`src/rtl/pio_pkg.sv`:
```
package pio_pkg;
  localparam int ADDR_W   = 5;
  localparam int NUM_ATTR = 6;
  // attribute slots
  localparam int A_PORT = 0;
  localparam int A_OE   = 1;
  localparam int A_DAT  = 2;
  localparam int A_PUEN = 3;
  localparam int A_OD   = 4;
  localparam int A_SELB = 5;
  localparam logic [ADDR_W-1:0] ADR_LEVEL = 5'd18;

  // select slot: address 15 routes to A (clears), 16 routes to B (sets)
  function automatic logic [ADDR_W-1:0] raise_addr(int a);
    if (a == A_SELB) return 5'd16;
    return 5'(3 * a);
  endfunction

  function automatic logic [ADDR_W-1:0] drop_addr(int a);
    if (a == A_SELB) return 5'd15;
    return 5'(3 * a + 1);
  endfunction

  function automatic logic [ADDR_W-1:0] stat_addr(int a);
    return 5'(3 * a + 2);
  endfunction

  function automatic logic reset_bit(int a);
    return (a == A_PORT) || (a == A_PUEN);
  endfunction
endpackage

```
`src/rtl/pio_attr_reg.sv`:
```
module pio_attr_reg
  import pio_pkg::*;
#(
  parameter int                W      = 32,
  parameter logic              RST    = 1'b0,
  parameter logic [ADDR_W-1:0] SET_AD = '0,
  parameter logic [ADDR_W-1:0] CLR_AD = '0
) (
  input  logic              clk,
  input  logic              rst_n,
  input  logic              wr_en,
  input  logic [ADDR_W-1:0] addr,
  input  logic [W-1:0]      wdata,
  output logic [W-1:0]      q
);
  always_ff @(posedge clk) begin
    if (!rst_n)                        q <= {W{RST}};
    else if (wr_en && addr == SET_AD)  q <= q | wdata;
    else if (wr_en && addr == CLR_AD)  q <= q & ~wdata;
  end
endmodule

```
`src/rtl/pio_pad_route.sv`:
```
module pio_pad_route #(
  parameter int W = 32
) (
  input  logic [W-1:0] port_q,
  input  logic [W-1:0] oe_q,
  input  logic [W-1:0] dat_q,
  input  logic [W-1:0] od_q,
  input  logic [W-1:0] selb_q,
  input  logic [W-1:0] per_a_out,
  input  logic [W-1:0] per_a_oe,
  input  logic [W-1:0] per_b_out,
  input  logic [W-1:0] per_b_oe,
  output logic [W-1:0] pad_out,
  output logic [W-1:0] pad_oe
);
  for (genvar i = 0; i < W; i++) begin : g_pin
    logic src_out, src_oe;
    always_comb begin
      if (port_q[i]) begin
        src_out = dat_q[i];
        src_oe  = oe_q[i];
      end else if (selb_q[i]) begin
        src_out = per_b_out[i];
        src_oe  = per_b_oe[i];
      end else begin
        src_out = per_a_out[i];
        src_oe  = per_a_oe[i];
      end
    end
    assign pad_out[i] = src_out;
    // open drain: release instead of driving high
    assign pad_oe[i]  = src_oe & ~(od_q[i] & src_out);
  end
endmodule

```
`src/rtl/pio_rd_mux.sv`:
```
module pio_rd_mux
  import pio_pkg::*;
#(
  parameter int W = 32
) (
  input  logic [NUM_ATTR-1:0][W-1:0] attr_q,
  input  logic [W-1:0]               pad_in,
  input  logic [ADDR_W-1:0]          addr,
  output logic [W-1:0]               rd_val
);
  always_comb begin
    rd_val = '0;
    for (int a = 0; a < NUM_ATTR; a++) begin
      if (addr == stat_addr(a))
        rd_val = (a == A_PUEN) ? ~attr_q[a] : attr_q[a];
    end
    if (addr == ADR_LEVEL) rd_val = pad_in;
  end
endmodule

```
`src/rtl/pio_bank.sv`:
```
module pio_bank
  import pio_pkg::*;
#(
  parameter int NPIN = 32
) (
  input  logic              clk,
  input  logic              rst_n,
  input  logic              wr_en,
  input  logic [ADDR_W-1:0] addr,
  input  logic [NPIN-1:0]   wdata,
  input  logic              rd_en,
  output logic [NPIN-1:0]   rdata,
  input  logic [NPIN-1:0]   per_a_out,
  input  logic [NPIN-1:0]   per_a_oe,
  input  logic [NPIN-1:0]   per_b_out,
  input  logic [NPIN-1:0]   per_b_oe,
  input  logic [NPIN-1:0]   pad_in,
  output logic [NPIN-1:0]   pad_out,
  output logic [NPIN-1:0]   pad_oe,
  output logic [NPIN-1:0]   pad_pu
);
  logic [NUM_ATTR-1:0][NPIN-1:0] attr_q;
  logic [NPIN-1:0] rd_val;
  logic [NPIN-1:0] port_q, oe_q, dat_q, od_q, selb_q;

  for (genvar a = 0; a < NUM_ATTR; a++) begin : g_attr
    pio_attr_reg #(
      .W      (NPIN),
      .RST    (reset_bit(a)),
      .SET_AD (raise_addr(a)),
      .CLR_AD (drop_addr(a))
    ) u_reg (
      .clk   (clk),
      .rst_n (rst_n),
      .wr_en (wr_en),
      .addr  (addr),
      .wdata (wdata),
      .q     (attr_q[a])
    );
  end

  assign port_q = attr_q[A_PORT];
  assign oe_q   = attr_q[A_OE];
  assign dat_q  = attr_q[A_DAT];
  assign od_q   = attr_q[A_OD];
  assign selb_q = attr_q[A_SELB];
  assign pad_pu = attr_q[A_PUEN];

  pio_pad_route #(.W(NPIN)) u_route (
    .port_q    (port_q),
    .oe_q      (oe_q),
    .dat_q     (dat_q),
    .od_q      (od_q),
    .selb_q    (selb_q),
    .per_a_out (per_a_out),
    .per_a_oe  (per_a_oe),
    .per_b_out (per_b_out),
    .per_b_oe  (per_b_oe),
    .pad_out   (pad_out),
    .pad_oe    (pad_oe)
  );

  pio_rd_mux #(.W(NPIN)) u_rd (
    .attr_q (attr_q),
    .pad_in (pad_in),
    .addr   (addr),
    .rd_val (rd_val)
  );

  always_ff @(posedge clk) begin
    if (!rst_n)     rdata <= '0;
    else if (rd_en) rdata <= rd_val;
    else            rdata <= '0;
  end
endmodule

```
`config.mk`:
```
export PLATFORM = sky130hd
export DESIGN_NAME = pio_bank
export DESIGN_NICKNAME = d
export VERILOG_FILES = /design/src/rtl/pio_pkg.sv /design/src/rtl/pio_attr_reg.sv /design/src/rtl/pio_pad_route.sv /design/src/rtl/pio_rd_mux.sv /design/src/rtl/pio_bank.sv
export SDC_FILE = /design/constraint.sdc
export NUM_CORES = 1
export LEC_CHECK = 0
export ABC_AREA = 1
export ABC_CLOCK_PERIOD_IN_PS = 2200
export BUFFER_PORTS_ARGS = -buffer_cell sky130_fd_sc_hd__buf_2
export CAP_MARGIN = 20
export CORE_ASPECT_RATIO = 0.75
export CORE_UTILIZATION = 40
export DETAILED_ROUTE_END_ITERATION = 10
export SLEW_MARGIN = 20
export SYNTH_ARGS = -nofsm -noshare
export SYNTH_HDL_FRONTEND = slang
export SYNTH_SLANG_ARGS = --single-unit
```
`constraint.sdc`:
```
create_clock -name clk -period 2.2 [get_ports clk]
set_clock_uncertainty 0.2 [all_clocks]
set_input_delay 0.11 -clock clk [delete_from_list [all_inputs] [get_ports clk]]
set_output_delay 0.11 -clock clk [all_outputs]
set_load 0.02 [all_outputs]
```
Yosys cells after proc, flatten, opt, wreduce, memory -nomap -nowiden
Index checks and enable logic that the tools add are counted.
{ "op_classes": {"n_mux": 147, "addsub": 0, "multipliers": 0, "bitwise_logic": 110, "n_reduce_logical": 20, "n_eq_ne": 18, "shift": 0, "div_mod_pow": 0, "n_lt_le_gt_ge": 0} }
{ "op_table": {"columns": ["cell", "n"], "rows": [
  ["32-bit two-way mux", 19],
  ["32-bit AND", 6],
  ["32-bit OR", 6],
  ["1-bit two-way mux", 128],
  ["1-bit AND", 64],
  ["32-bit inverter", 2],
  ["5-bit by 4-bit == test with 1-bit output, second input constant", 8],
  ["1-bit inverter", 32],
  ["5-bit by 3-bit == test with 1-bit output, second input constant", 4],
  ["5-bit == test, second input constant", 3],
  ["1-bit logical AND", 12],
  ["2-bit nonzero test", 6],
  ["5-bit by 2-bit == test with 1-bit output, second input constant", 2],
  ["5-bit by 1-bit == test with 1-bit output, second input constant", 1],
  ["5-bit zero test", 1],
  ["2-bit AND reduction", 1]
]} }
{ "word_totals": {"output_inout_bits": 128, "word_cells": 302, "register_bits": 224, "latch_bits": 0, "in_bits": 201, "ram_bits": 0, "memories": 0, "romBits": 0} }

Depth between registers and ports, before layout
Gate-level depths: netlist (run 1).
{ "depth": {"word_depth": 8, "ltp_mapped": 10} }

Cells and area by module
From an unflattened synthesis (run 1), not the netlist that was laid out.
{ "hier_totals": {"cells_unflattened": 2237, "hier_area_um2": 14326.2} }
{ "by_module_without_submodules": {"columns": ["module", "n_inst", "seq_area_each_um2", "area_per_inst_um2", "cells_each"], "rows": [
  ["pio_pad_route", 1, 0.0, 2562.5, 576],
  ["pio_rd_mux", 1, 0.0, 1819.2, 378],
  ["pio_attr_reg at g_attr[3].u_reg", 1, 640.6, 1565.3, 248],
  ["pio_attr_reg at g_attr[1].u_reg", 1, 640.6, 1502.7, 190],
  ["pio_attr_reg at g_attr[2].u_reg", 1, 640.6, 1502.7, 188],
  ["pio_attr_reg at g_attr[5].u_reg", 1, 640.6, 1485.2, 189],
  ["pio_attr_reg at g_attr[0].u_reg", 1, 640.6, 1468.9, 183],
  ["pio_attr_reg at g_attr[4].u_reg", 1, 640.6, 1408.9, 185],
  ["pio_bank", 1, 640.6, 1011.0, 100]
]} }

Worst setup path before layout (run 1)
Ideal clock, no wire load.
{ "synth_path": {"path_kind": "input to register", "from": "input addr[2]", "to": "register (tool-made name)", "path_buffers": 3, "arrival_time_ns": 1.206, "setup_slack_ns": 0.656, "path_stages": 7, "cell_sequence": "buf_2 > nor2_1 > buf_2 > nand3_1 > clkbuf_1 > o21ai_0 > o211ai_1"} }
{ "synth_rtl": {"columns": ["item", "line_no", "rtl"], "rows": [
  ["from (decl)", "pio_bank.sv:9", "input logic [ADDR_W-1:0] addr,"]
]} }

==> summary.md, run 1 <==
| Metric | Value |
|---|---|
| Type of the tightest min-delay check | in -> reg |
| Number of global-route vias before repair | 13025 |
| # Post-CTS Setup Buffers | 0 |
| Synth Cell Area | between 0.01 and 0.015 mm2 |
| Worst slew margin | between 50% and 60% |
| Post-Place Cells | around 2500 |
| Total CTS buffers | 24 |
| Clock tree buffer depth | 3 |
| Via Count | 13830 |
| Synth Register Bits | 224 |
| Comb pwr share | 10.5% |
| Busiest grt layer | met2 |
| Clock latency on the worst-skew pair | 0.53 ns |
| GRT met3 Usage | 4.86% |
| Worst Path Max Fanout | 5 |
| Cells after Synth | 1900 |
| Post-DRT Antenna Nets | 0 |
| TNS Setup | 0 ns |
| Area grow syn2layout | 29.3% |
| Core box area | 0.0295 mm2 |
| Final HPWL DP | a little under 30 mm |
| Initial antenna violation count | 0 |
| Met2 GRT Util | 47.5% |
| Crit share post-route | a little over 90% |
| Fin worst setup slack | 0.180 ns |
| Worst VDD drop | 0.000510 V |
| Antenna fix cells | 0 |
| DIE AREA | 0.0312 mm2 |
| Synth Warn # | 0 |
| CTS H-tree lvls | 1 |
| Sw power | approximately 2.4 mW |
| Endpoints failing hold | 0 |
| RSZ-0062 raised after global routing | false |
| Clk network pwr share | a little under half |
| R2R Setup Slk | 0.84 ns |
| Detail-routed via count per cell | about 5.2 |
| Routed wire per std cell | 17.7 um |
| Max Cap Violations | 0 |
| DRC violations left | 0 |
| Die width | 203 um |
| Crit. End Element | output port |
| Share of layout cells above drive strength 1 | 18.7% |
| Power density over cell area | 604 mW/mm2 |
| Final Max Slew Viols | 0 |
| WS Path Type | reg -> out |
| Pre-Repair DR Iteration Count | 5 |
| Clk root buf | clkbuf_16 |
| GRT overflow | 0 |
| Status | complete, no violations |
| Static Leakage | 7.33 nW |
| # IOs | 329 |
| Netlist cell types | 22 |
| Die height | 153 um |
| DR iter-0 viols | 1103 |
| TritonCTS clock tree | done |
| Clk sinks | 224 |
| Share of power burned in registers | 43.6% |
| Place WS | 0.176 ns |
| Total Nets Final | 2436 |
| Worst-Margin Slew | 0.689 ns |
| Worst EP arrival | 1.71 ns |
| Reg2reg path depth | 3 |
| Startpoint types | flop |
| Largest net degree at the start of global routing | 58 |
| WHS Path Cells | 6 |
| Clk pin slew, worst setup/hold paths | 0.06 ns |
| Syn nets | between 2000 and 2500 |
| GRT met1 Usage | 39.9% |
| Sw Ratio | 25.4% |
| Std-Cell Rows | 54 |
| Hold_sp | wr_en |
| GP Congestion | approximately 0.86 |
| Commonest cells after routing, fill and taps aside | 452 x nand2_1, 327 x buf_2, 261 x inv_1, 251 x o21ai_0, 223 x dfxtp_1 |
| Initial Util | 41.2% |
| Setup violations, final | 0 |
| Total GRT Usage | approximately 30% |
| Layout Utilization | 53.3% |
| First-pass GRT wire length | 72.6 mm |
| Worst path required time | 1.89 ns |
| Period minus WS final | 2.02 ns |
| Max Clock Freq | 495 MHz |
| Internal power | 7.09 mW |
| Syn avg cell area | 6.41 um2 |
| Final wirelength | between 40 and 50 mm |
| Sequential area share after synthesis | 36.8% |
| Buffers on Ports | 328 |
| Most common cell after layout, fill and taps aside | nand2_1 |
| Non-Filler Instances | 2643 |
| # fillers | 2951 |
-- metal layers --
| metal | up-vias | part of all wire [%] |
|---|---|---|
| met3 | 92 | 8.3 |
| met5 | - | 0 |
| met2 | 618 | 45 |
| li1 | 6836 | - |
| met4 | 0 | 2.6 |
| met1 | 6284 | 44 |
-- critical path, cell delays in order, from the launching register on --
cell	delay [ns]
dfxtp_2	0.39
nor2_1	0.06
a21oi_1	0.21
o21ai_0	0.14
nand2_1	0.07
nand2_1	0.04
inv_1	0.09
buf_2	0.17
-- metrics by stage --
stage	cell area, um2	hold WS, ns	power, mW
CTS	15700	0.00655	9.54
floorplan	12200	0.0364	4.65
global route	15700	0.0337	9.82
global placement	14100	0.203	5.10
finish	15700	0.0270	9.51
detailed placement	14100	0.206	5.11
-- cell usage after synthesis --
cell	instances	share of area, %
nand2_1	453	14
inv_1	262	8.1
o21ai_0	251	10
dfxtp_1	224	37
nor2_1	165	5.1
a21oi_1	160	6.6
nand4_1	100	5.1
clkbuf_1	71	2.2
nand3_1	67	2.8
o211ai_1	33	2.0
buf_4	32	2.0
mux2i_1	32	2.6
buf_2	28	1.2
nor3_2	5	0.41
o21ai_1	5	0.21
buf_1	4	0.12
inv_2	3	0.092
clkinv_1	1	0.031
nand2_2	1	0.051
nor2_4	1	0.092
nor4_2	1	0.10
nor4_4	1	0.17
-- cell families (layout without fill, tap and decap cells) --
logic type             after synthesis  after routing  share of synthesized area (%)
multiplexers                        32             32                           2.63
AO/OA/AOI/OAI                      449            449                           19.1
AND/OR/NAND/NOR                    794            794                           27.8
flip-flops                         224            224                           36.8
buffers and inverters              401            752                           13.6
-- power groups by stage --
| stage | registers (mW) | logic [mW] | clock network, mW |
|---|---|---|---|
| 5_1_grt | 4.14 | 1.09 | 4.59 |
| 6_report | 4.14 | 1.00 | 4.36 |
| 2_1_floorplan | 4.23 | 0.417 | 0 |
| 3_5_place_dp | 4.23 | 0.875 | 0 |
| 4_1_cts | 4.14 | 0.988 | 4.42 |
| 3_3_place_gp | 4.23 | 0.867 | 0 |
-- worst max path at each step --
stage | from | to | slack (ns) | cells past startpoint
floorplan | addr[2] | flop | 0.66 | 7
global placement | addr[4] | flop | 0.27 | 8
detailed placement | addr[4] | flop | 0.18 | 8
CTS | flop | pad_oe[0] | 0.05 | 7
global route | flop | pad_oe[21] | 0.03 | 7
finish | flop | pad_oe[0] | 0.18 | 7
-- final cells by class --
type	instances	area, um2	area share, %
Clock buffer	34	679	4.32
Sequential cell	224	4490	28.5
Clock inverter	8	140	0.890
Multi-Input combinational cell	1275	6120	38.9
Tap cell	392	490	3.12
Timing Repair Buffer	444	2830	17.9
Inverter	266	1000	6.35
-- repair_timing --
| item | CTS | global route |
|---|---|---|
| resized for setup | 0 | 1 |
| setup endpoints to repair | 0 | 1 |
| endpoints found under the hold margin | 224 | 0 |
| hold buffers | 79 | 0 |
No activity file was read; power rests on OpenSTA's default activity.
==> run 2: changes to the inputs <==
--- a/config.mk
+++ b/config.mk
@@ -5,7 +5,6 @@
 export SDC_FILE = /design/constraint.sdc
 export NUM_CORES = 1
 export LEC_CHECK = 0
-export ABC_AREA = 1
 export ABC_CLOCK_PERIOD_IN_PS = 2200
 export BUFFER_PORTS_ARGS = -buffer_cell sky130_fd_sc_hd__buf_2
 export CAP_MARGIN = 20
==> summary.md, run 2 <==
| Metric | Value |
|---|---|
| Core box area | 0.0283 mm2 |
| Comb pwr share | 12.1% |
| Critical path's largest stage delay | 0.39 ns |
| Final Max Slew Viols | 0 |
| Syn nets | 1663 |
| Most common cell after layout, fill and taps aside | buf_2 |
| Cells after Synth | 1462 |
| Total GRT Usage | between 20% and 30% |
| First-pass GRT wire length | roughly 67 mm |
| Via Count | 12558 |
| GRT overflow | 0 |
| Die height | between 100 and 150 um |
| Netlist cell types | 45 |
| Share of power burned in registers | 44.3% |
| CTS H-tree lvls | 1 |
| Commonest cells after routing, fill and taps aside | 328 x buf_2, 251 x nand2_1, 221 x dfxtp_1, 152 x a21oi_1, 136 x nor2_1 |
| Crit. End Element | output port |
| Met2 GRT Util | between 40% and 50% |
| R2R Setup Slk | 0.67 ns |
| Largest net degree at the start of global routing | 61 |
| RSZ-0062 raised after global routing | false |
| Synth Cell Area | 0.0117 mm2 |
| Busiest grt layer | met2 |
| WHS Path Cells | 3 |
| Area grow syn2layout | 30.5% |
| CP cell instances | mux2i_1, o21ai_0, a21oi_1, buf_2 |
| Clk sinks | approximately 220 |
| Hold_sp | rd_en |
| Post-synthesis async set-or-reset flop share | 0% |
| Period minus WS final | around 2.1 ns |
| Total CTS buffers | 24 |
| Worst path required time | 1.89 ns |
| Sequential area share after synthesis | 38.5% |
| GRT met1 Usage | 40.7% |
| Reg2reg path depth | 3 |
| Worst slew margin | 43.9% |
| DRC violations left | 0 |
| Power density over cell area | 616 mW/mm2 |
| Total Nets Final | 1970 |
| Layout Utilization | a little over half |
| Clock latency on the worst-skew pair | 0.53 ns |
| Post-DRT Antenna Nets | 0 |
| Internal power | 6.97 mW |
| Endpoints failing hold | 0 |
| Clock tree buffer depth | 3 |
| Share of Yosys cell area claimed by the top area cell type | 38.5% |
| Synth Register Bits | ~220 |
| Worst VDD drop | 0.000465 V |
| TritonCTS clock tree | done |
| Detail-routed via count per cell | 5.78 |
| Post-synth EDFFs | 0 |
| GP Congestion | approximately 0.86 |
| Initial Util | 41.2% |
| # Post-CTS Setup Buffers | 0 |
| Std-Cell Rows | 53 |
| Post-synth top cells | 251 x nand2_1, 224 x dfxtp_1, 154 x a21oi_1 |
| Pre-Repair DR Iteration Count | 8 |
| Clk root buf | clkbuf_16 |
| Initial antenna violation count | 3 |
| Status | complete, no violations |
| Max Cap Violations | 0 |
| Type of the tightest min-delay check | in -> reg |
| Final HPWL DP | around 31 mm |
| Levels on crit path | 4 |
| Number of global-route vias before repair | roughly 11000 |
| Worst-Margin Slew | ~0.84 ns |
| Static Leakage | 5.98 nW |
| Clk network pwr share | 43.7% |
| WS Path Type | reg -> out |
| Final wirelength | roughly 45 mm |
| Routed wire per std cell | 20.6 um |
| Count leader, synth | nand2_1 |
| DIE AREA | 0.0298 mm2 |
| Worst Path Max Fanout | 4 |
| Synth Warn # | 0 |
| Top_reg_cell synth | dfxtp_1 |
| # IOs | 329 |
| Critical-path top delay cell | dfxtp_2 |
| Crit share post-route | a little over nine tenths |
| Setup violations, final | 0 |
| WP buf/inv | 1 |
| Buffers on Ports | 328 |
| Max Clock Freq | approximately 470 MHz |
| Top delay family on crit path | compound AO/OA/AOI/OAI gates |
| WHS Endpoint | rdata[26]$_SDFF_PN0_ |
| Worst EP arrival | 1.82 ns |
| GRT met3 Usage | roughly 3.6% |
| Startpoint types | flop |
| Clk pin slew, worst setup/hold paths | about 0.07 ns |
| Sw Ratio | 25.7% |
| Dominant cells by area after synthesis | dfxtp_1 38%, nand2_1 8.1%, a22oi_1 6.6% |
| Die width | roughly 200 um |
| TNS Setup | 0 ns |
| DR iter-0 viols | 1164 |
| Share of layout cells above drive strength 1 | a little over a quarter |
| Largest area contributor in the netlist | dfxtp_1 |
| Syn avg cell area | 7.98 um2 |
| Sw power | 2.41 mW |
[run 2: worst min-delay path, cell delays in order]
cell	delay, ns
buf_2	0.12
and2_2	0.34
o221a_1	0.18
[run 2: how the worst max path moves through the flow]
stage	slack, ns	to
floorplan	0.51	rdata[12]$_SDFF_PN0_
global placement	0.22	rdata[27]$_SDFF_PN0_
detailed placement	0.16	rdata[14]$_SDFF_PN0_
CTS	0.006	pad_oe[11]
global route	0.02	pad_oe[10]
finish	0.07	pad_oe[10]
[run 2: cell families (layout without fill, tap and decap cells)]
logic type	after synthesis	in the layout	share of synthesized area, %
multiplexers	64	64	5.49
buffers and inverters	182	505	7.64
AND/OR/NAND/NOR	453	453	16.5
AO/OA/AOI/OAI	538	538	31.9
other	0	2	0
XOR/XNOR	1	1	0.0751
flip-flops	224	224	38.5
[run 2: metrics by stage]
stage                     instances  cell area (um2)  hold slack [ns]  worst slack (ns)  total power, mW
final                          2172            15200           0.0792            0.0672             9.38
after global routing           2171            15200           0.0736            0.0215             9.66
after CTS                      2170            15200           0.0699           0.00563             9.41
after detailed placement       2060            13700            0.200             0.158             5.26
after global placement         2060            13700            0.201             0.224             5.24
after floorplan                1462            11700           0.0905             0.513             4.79
[run 2: area by class of cell]
type,instances,area [um2]
antenna,2,5.00
clock buffer,36,767
clock inverter,6,30.0
fill,2662,13100
inverter,2,10.0
multi-input combinational,1056,6410
sequential,224,4490
tap,385,482
timing repair buffer,461,3040
[run 2: power by group through the flow]
stage | Sequential [mW] | Clock [mW] | Combinational, mW
3_5_place_dp | 4.24 | 0 | 1.02
5_1_grt | 4.16 | 4.29 | 1.21
3_3_place_gp | 4.24 | 0 | 1.00
4_1_cts | 4.15 | 4.15 | 1.11
6_report | 4.15 | 4.10 | 1.13
2_1_floorplan | 4.25 | 0 | 0.541
[run 2: routing by layer]
metal | wire length (um) | vias up
met1 | 19900 | 5893
met5 | 10 | -
met4 | 929 | 2
met2 | 19800 | 621
met3 | 4000 | 66
li1 | - | 5976
[run 2: what timing repair did]
action | CTS | global route
hold endpoints to repair | 224 | 0
pin swaps | 2 | 0
endpoints found under the setup margin | 3 | 2
hold buffers | 68 | 0
resized for setup | 4 | 5
